[src/rtl/pcs_pkg.sv]
package pcs_pkg;

    typedef enum logic {SCR_ON = 1'b0, SCR_OFF = 1'b1} script_e;

    typedef struct packed {
        logic        active;
        logic        gap;
        logic        phase;
        logic [3:0]  bitn;
        logic [15:0] sr;
        logic        cs_n;
        logic        sclk;
        logic        sdat;
        logic        fdone;
    } shf_t;

    typedef struct packed {
        logic       busy;
        script_e    sel;
        logic [2:0] idx;
        logic       inflight;
        logic       done;
    } seq_t;

    function automatic logic [2:0] script_last(script_e s);
        return (s == SCR_OFF) ? 3'd0 : 3'd4;
    endfunction

    function automatic logic [15:0] script_word(script_e s, logic [2:0] idx);
        logic [15:0] w;
        if (s == SCR_OFF) begin
            w = 16'h055E;
        end else begin
            case (idx)
                3'd0:    w = 16'h051E;
                3'd1:    w = 16'h055E;
                3'd2:    w = 16'h078D;
                3'd3:    w = 16'h1301;
                default: w = 16'h055F;
            endcase
        end
        return w;
    endfunction

endpackage

[src/rtl/pcs_divider.sv]
module pcs_divider #(
    parameter int CLK_DIV = 2
) (
    input  logic clk,
    input  logic rst,
    input  logic en,
    output logic tick
);
    localparam int CW = (CLK_DIV > 1) ? $clog2(CLK_DIV) : 1;
    localparam logic [CW-1:0] LAST = CW'(CLK_DIV - 1);

    logic [CW-1:0] cnt_d, cnt_q;

    always_comb begin
        tick  = en && (cnt_q == LAST);
        cnt_d = cnt_q;
        if (!en || cnt_q == LAST) cnt_d = '0;
        else                      cnt_d = cnt_q + 1'b1;
    end

    always_ff @(posedge clk) begin
        if (rst) cnt_q <= '0;
        else     cnt_q <= cnt_d;
    end

    a_r4_cnt_range: assert property (@(posedge clk) disable iff (rst)
        cnt_q <= LAST);
    a_r4_idle_count_zero: assert property (@(posedge clk) disable iff (rst)
        !$past(en) |-> cnt_q == '0);

endmodule

[src/rtl/pcs_shifter.sv]
module pcs_shifter
    import pcs_pkg::*;
(
    input  logic        clk,
    input  logic        rst,
    input  logic        start,
    input  logic [15:0] word,
    input  logic        tick,
    output logic        running,
    output logic        fdone,
    output logic        cs_n,
    output logic        sclk,
    output logic        sdat
);
    shf_t d, q;

    always_comb begin
        d       = q;
        d.fdone = 1'b0;
        if (!q.active && !q.gap) begin
            if (start) begin
                d.active = 1'b1;
                d.phase  = 1'b0;
                d.bitn   = 4'd15;
                d.cs_n   = 1'b0;
                d.sclk   = 1'b0;
                d.sdat   = word[15];
                d.sr     = {word[14:0], 1'b0};
            end
        end else if (tick) begin
            if (q.active) begin
                if (!q.phase) begin
                    d.sclk  = 1'b1;
                    d.phase = 1'b1;
                end else if (q.bitn == 4'd0) begin
                    d.active = 1'b0;
                    d.gap    = 1'b1;
                    d.phase  = 1'b0;
                    d.cs_n   = 1'b1;
                    d.sdat   = 1'b0;
                end else begin
                    d.sclk  = 1'b0;
                    d.phase = 1'b0;
                    d.sdat  = q.sr[15];
                    d.sr    = {q.sr[14:0], 1'b0};
                    d.bitn  = q.bitn - 4'd1;
                end
            end else begin
                if (!q.phase) begin
                    d.phase = 1'b1;
                end else begin
                    d.gap   = 1'b0;
                    d.phase = 1'b0;
                    d.fdone = 1'b1;
                end
            end
        end
    end

    always_ff @(posedge clk) begin
        if (rst) begin
            q      <= '0;
            q.cs_n <= 1'b1;
            q.sclk <= 1'b1;
        end else begin
            q <= d;
        end
    end

    assign running = q.active | q.gap;
    assign fdone   = q.fdone;
    assign cs_n    = q.cs_n;
    assign sclk    = q.sclk;
    assign sdat    = q.sdat;

    a_r3_idle_levels: assert property (@(posedge clk) disable iff (rst)
        q.cs_n |-> (q.sclk && !q.sdat));
    a_r4_hold_while_high: assert property (@(posedge clk) disable iff (rst)
        (!q.cs_n && q.sclk && $past(!q.cs_n && q.sclk)) |-> $stable(q.sdat));
    a_r2_no_start_midword: assert property (@(posedge clk) disable iff (rst)
        start |-> (q.cs_n && !q.gap));

endmodule

[src/rtl/panel_cfg_seq.sv]
module panel_cfg_seq
    import pcs_pkg::*;
#(
    parameter int CLK_DIV = 2
) (
    input  logic clk,
    input  logic rst,
    input  logic on_req,
    input  logic off_req,
    output logic busy,
    output logic done,
    output logic cfg_cs_n,
    output logic cfg_sclk,
    output logic cfg_sdat
);
    seq_t        d, q;
    logic        start;
    logic        tick;
    logic        running;
    logic        fdone;
    logic [15:0] word;

    assign start = q.busy && !q.inflight;
    assign word  = script_word(q.sel, q.idx);

    always_comb begin
        d      = q;
        d.done = 1'b0;
        if (!q.busy) begin
            if (off_req || on_req) begin
                d.busy     = 1'b1;
                d.sel      = off_req ? SCR_OFF : SCR_ON;
                d.idx      = 3'd0;
                d.inflight = 1'b0;
            end
        end else begin
            if (start) d.inflight = 1'b1;
            if (fdone) begin
                d.inflight = 1'b0;
                if (q.idx == script_last(q.sel)) begin
                    d.busy = 1'b0;
                    d.done = 1'b1;
                end else begin
                    d.idx = q.idx + 3'd1;
                end
            end
        end
    end

    always_ff @(posedge clk) begin
        if (rst) q <= '0;
        else     q <= d;
    end

    pcs_divider #(.CLK_DIV(CLK_DIV)) u_div (
        .clk  (clk),
        .rst  (rst),
        .en   (running),
        .tick (tick)
    );

    pcs_shifter u_shf (
        .clk     (clk),
        .rst     (rst),
        .start   (start),
        .word    (word),
        .tick    (tick),
        .running (running),
        .fdone   (fdone),
        .cs_n    (cfg_cs_n),
        .sclk    (cfg_sclk),
        .sdat    (cfg_sdat)
    );

    assign busy = q.busy;
    assign done = q.done;

    a_r10_done_one_cycle: assert property (@(posedge clk) disable iff (rst)
        q.done |=> !q.done);
    a_r10_done_not_busy: assert property (@(posedge clk) disable iff (rst)
        q.done |-> (!q.busy && $past(q.busy)));
    a_r8_script_locked: assert property (@(posedge clk) disable iff (rst)
        (q.busy && $past(q.busy)) |-> $stable(q.sel));
    a_r9_off_wins: assert property (@(posedge clk) disable iff (rst)
        (!q.busy && on_req && off_req) |=> (q.busy && q.sel == SCR_OFF));
    a_r5_idx_in_range: assert property (@(posedge clk) disable iff (rst)
        q.busy |-> (q.idx <= script_last(q.sel)));

endmodule

[config.mk]
export PLATFORM = sky130hd
export DESIGN_NAME = panel_cfg_seq
export DESIGN_NICKNAME = d
export VERILOG_FILES = /design/src/rtl/pcs_pkg.sv /design/src/rtl/pcs_divider.sv /design/src/rtl/pcs_shifter.sv /design/src/rtl/panel_cfg_seq.sv
export SDC_FILE = /design/constraint.sdc
export NUM_CORES = 1
export LEC_CHECK = 0
export ABC_AREA = 0
export CAP_MARGIN = 40
export CORE_MARGIN = 3
export CORE_UTILIZATION = 26
export CTS_BUF_LIST = sky130_fd_sc_hd__clkbuf_8 sky130_fd_sc_hd__clkbuf_16
export CTS_CLUSTER_SIZE = 20
export DETAILED_ROUTE_END_ITERATION = 16
export DONT_BUFFER_PORTS = 1
export SLEW_MARGIN = 10
export SYNTH_ARGS = -nofsm -noshare
export SYNTH_HDL_FRONTEND = slang
export SYNTH_SLANG_ARGS = --single-unit
[constraint.sdc]
create_clock -name clk -period 2.6 [get_ports clk]
set_input_delay 0.52 -clock clk [delete_from_list [all_inputs] [get_ports clk]]
set_output_delay 0.52 -clock clk [all_outputs]
set_load 0.02 [all_outputs]
Word level (Yosys, flattened, before mapping)
Index checks and enable logic that the tools add are counted.

storage, ports and cells
  bits in registers = 35
  bits of input ports = 4
  output and inout bits = 5
  logic and storage cells = 95

operators by class
  $add $sub $neg = 3
  equal/unequal tests = 11
  mux-type cells = 33
  bitwise logic cells = 5
  reduce and logical (&&, ||, !) cells = 28

operator list
  cell                                                   number
  one-hot mux 13 bit (4 select lines)                    1
  two-way mux 24 bit                                     2
  two-way mux 27 bit                                     1
  two-way mux 23 bit                                     1
  two-way mux 21 bit                                     1
  two-way mux 20 bit                                     1
  two-way mux 1 bit                                      17
  two-way mux 16 bit                                     1
  AND reduction 4 bit                                    3
  AND reduction 5 bit                                    2
  nonzero test 2 bit                                     5
  == test 3 x 2 -> 1 bit, second input constant          2
  two-way mux 2 bit                                      3
  two-way mux 3 bit                                      2
  two-way mux 6 bit                                      1
  inequality test 2 bit, second input constant           3
  AND reduction 2 bit                                    3
  two-way mux 5 bit                                      1
  logical NOT 1 bit                                      4
  logical NOT 4 bit                                      1
  two-way mux 4 bit                                      1
  inequality test 2 x 1 -> 1 bit, second input constant  2
  NOT 1 bit                                              4
  OR reduction 4 bit                                     1
  other kinds (14)                                       17

Depth between registers and ports, before layout
  depth in word-level cells = 6
  gate-level depth with buffers = 7
  gate-level depth less buffers = 5

Modules after synthesis
A second synthesis with hierarchy kept.

unflattened totals
  cell total of the unflattened synthesis = 226
  area, all modules = 1995.7 sq um

modules (own cells, without submodules)
  module         instances  cells an instance  area an instance (sq um)  sequential area each (sq um)
  pcs_shifter    1          153                1371.3                    520.5
  panel_cfg_seq  1          70                 584.3                     140.1
  pcs_divider    1          3                  40.0                      20.0

Worst setup path after synthesis
Ideal clock, no wire load.

  path kind = register -> register
  from = register u_shf.q[20] in the netlist's numbering
  to = register u_shf.q[14] in the netlist's numbering
  setup time = 0.143 ns
  data arrival time = 1.533 ns
  data required time = 2.457 ns
  setup slack = 0.924 ns
  stages on the path, launching flop included = 8
  buffers on the path = 2
  clock period less this slack = 1.676 ns
  cell sequence = dfxtp_1 -> inv_1 -> ha_1 -> or3b_2 -> buf_2 -> buf_2 -> a211oi_1 -> a311oi_1

between the ends
  longest elaborated chain between the ends = 3

RTL lines
  element                                          RTL line           text
  start, declared                                  pcs_shifter.sv:15  shf_t d, q;
  logical NOT 4 bit                                pcs_shifter.sv:35  end else if (q.bitn == 4'd0) begin
  inequality test 2 x 1 -> 1 bit (no source line)  n/a
  AND reduction 5 bit (no source line)             n/a

Every way passes these cells.
A chain may end at the register's enable or synchronous reset.

Worst setup path in the final report
  from = register u_shf.q[26] in the netlist's numbering
  to = register u_shf.q[12] in the netlist's numbering

between the ends
  longest elaborated chain between the ends = 4
  elaborated cells on any way between the ends = 11
  classes of those cells = 2 x eq/ne; 1 x mux; 1 x bitwise; 7 x reduce/logical

RTL lines
  element                                                                        RTL line
  logical NOT 1 bit or OR 1 bit (tied branches)                                  pcs_shifter.sv:20, pcs_shifter.sv:70
  logical AND 1 bit (on tied branches)                                           pcs_shifter.sv:20, pcs_divider.sv:15
  inequality test 2 x 1 -> 1 bit (no source line), or another cell as far along  n/a
  AND reduction 5 bit (no source line)                                           n/a

Several ways; a longest one is shown, not always the timed one.

==> flow_summary_export.csv <==
group,metric,value,unit
outcome,status,"finished clean",
critical_path,cp_num_cells,3,
critical_path,cpLargestDelayFamily,"simple AND/OR/NAND/NOR gates",
synth,postSynthCellCount,190,
clock_tree,clk_path_buf_depth,2,
cells_and_area,insertedDiodeCount,0,
timing,period_needed,1860,ps
die,start_util,0.277,
clock_tree,cts_sinks,34,
timing,max_freq,538,MHz
global_routing,gr-total-overflow,0,
placement,post-place-ws,743,ps
cells_and_area,final_cells,262,
global_routing,grt_max_degree,37,
timing,hold_ws,306,ps
die,die_x,86.6,um
critical_path,path_buf_inv,0,
route,vias_per_cell,5.58,
placement,place_congestion,0.783,
route,drtIter0Drc,101,
flow_run,cap_violations,0,
die,std_cell_rows,28,
power,p_per_area,612,mW/mm2
cells_and_area,area_growth,9.27,%
cells_and_area,drive_gt1_frac,0.118,
synth,synth_edf_count,0,
synth,synth_top_area_cell,"dfxtp_1",
timing,finalHoldViolations,0,
clock_tree,cts_made_buffers,5,
power,leakagePower,0.626,nW
synth,async_reset_ff_frac,0,
route,routed_wl,3780,um
timing,rsz0062_at_grt,"false",
cells_and_area,finish.utilization,0.303,
synth,ys_types,48,
critical_path,cpMaxStageDelayCell,"or4b_1",
critical_path,crit_fanout,15,
die,io-pin-count,9,
global_routing,first_global_vias,1337,
critical_path,start_kind,"register",
synth,ys_seq_area_frac,0.403,
timing,setup_ws,743,ps
synth,synth_area,0.00169,mm2
synth,synth.yosys.warnings,0,
cells_and_area,final_cell_mix,"dfxtp_1, nand2_1, a21oi_1",
clock_tree,cts_setup_buffers,0,
synth,synth_top_area_share,0.403,
min_path,worstHoldPathType,"in2reg",
power,peakVddDrop,270,uV
die,core,0.00610,mm2
global_routing,grt_antenna_before_repair,0,
synth,synth_fp_nets,201,
placement,place_hpwl,2480,um
route,drc_errors,0,
critical_path,cp-end-kind,"register",
min_path,holdPathStages,1,
placement,portBuffers,0,
timing,tightestPinTransition,482,ps
clock_tree,ctsResizeCount,0,
clock_tree,hold_buffers,0,
timing,drv_slew,0,
synth,synth_flop_cell,"dfxtp_1",
clock_tree,clock_latency,280,ps
timing,period_share,0.714,
clock_tree,cts.clk_slew.worst_paths,70,ps
critical_path,cp_cell_sequence,"or4b_1, o21ai_2, a221oi_1",
route,final_antenna_net_count,0,
synth,synth_area_per_cell,8.88,um2
critical_path,crit_path_max_incr_delay,820,ps
synth,synth-seq-cells,34,
global_routing,grt_pass1_wl,6330,um
timing,setup_viol,0,
power,p_total,1.13,mW
route,vias,1463,
critical_path,criticalPathCategory,"reg2reg",
global_routing,grt_usage,0.103,
timing,relSlewSlack,0.678,
critical_path,rr_worst_depth,3,
route,drt_pass1_iterations,4,
die,die_area,0.00749,mm2
critical_path,arrival,2000,ps
timing,fin_setup_tns,0,ps
cells_and_area,design_area,0.00184,mm2
timing,skew,6.63,ps
clock_tree,cts_tree,"yes",
synth,synth.area.top_cells,"dfxtp_1, ha_1, a311oi_1",
cells_and_area,mostFrequentLayoutCell,"dfxtp_1",
cells_and_area,nets,197,
route,wire_per_inst,14.4,um
placement,place_area,0.00175,mm2
critical_path,cp.required,2740,ps
placement,place_inst,254,
clock_tree,clockRootBuffer,"clkbuf_8",
clock_tree,htreeDepth,2,
die,die_h,86.6,um
==> layout make-up <==
| type | count | area, um2 |
|---|---|---|
| Tap cell | 75 | 93.8 |
| Fill cell | 674 | 4250 |
| Timing Repair Buffer | 6 | 45.0 |
| Sequential cell | 34 | 681 |
| Clock buffer | 6 | 82.6 |
| Clock inverter | 2 | 8.76 |
| Multi-Input combinational cell | 133 | 911 |
| Inverter | 6 | 22.5 |
==> path summary, 6_finish.rpt <==
path | startpoint | to | slack [ps]
max | u_shf.q[26] | u_shf.q[12] | 740
min | rst | q[5] | 310
max reg2reg | u_shf.q[26] | u_shf.q[12] | 740
min reg2reg | u_shf.q[14] | u_shf.q[15] | 460
==> metal layers <==
layer | GRT usage | vias up | part of all wire
met5 | 0 | - | 0
met4 | 0.0326 | 0 | 0.0069
met3 | 0.0266 | 4 | 0.044
met2 | 0.163 | 31 | 0.46
met1 | 0.138 | 718 | 0.49
li1 | - | 710 | -
==> logic make-up (layout without fill, tap and decap cells) <==
group,after synthesis,after routing,synth area share
adder cells (fa/ha/maj),7,7,0.0519
XOR/XNOR,1,1,0.00519
flip-flops,34,34,0.403
buffers and inverters,23,20,0.0608
AO/OA/AOI/OAI,57,57,0.247
AND/OR/NAND/NOR,66,66,0.219
multiplexers,2,2,0.0126
==> where the power goes <==
| part | switching (mW) | internal (mW) | leakage, nW |
|---|---|---|---|
| clock | 0.189 | 0.210 | 0.0524 |
| sequential | 0.0324 | 0.552 | 0.279 |
| combinational | 0.0901 | 0.0563 | 0.295 |
==> sequential cells by signal (all words and copies together), names as in the netlist <==
name / cells
busy: 1
done: 1
q: 5
u_div.cnt_q: 1
u_shf.cs_n: 1
u_shf.fdone: 1
u_shf.q: 22
u_shf.sclk: 1
u_shf.sdat: 1
==> worst register-to-register path, cell delays in order, from the launching register on <==
cell	delay (ps)
dfxtp_1	440
or4b_1	820
o21ai_2	300
a221oi_1	170
==> cell usage after synthesis, drive strengths merged (2+ instances only) <==
master   instances
a2111oi          2
a211oi           9
a21oi           12
a221oi           2
a311oi           8
a31oi            2
a32oi            2
buf              8
clkbuf           9
dfxtp           34
ha               7
inv              6
nand2           12
nand2b           5
nand3            6
nand3b           3
nand4            6
nor2            10
nor2b            2
nor3             8
nor3b            2
nor4b            2
o211ai           5
o21ai            4
or2              2
or3b             2
or4b             2
(Power assumes the default switching activity.)
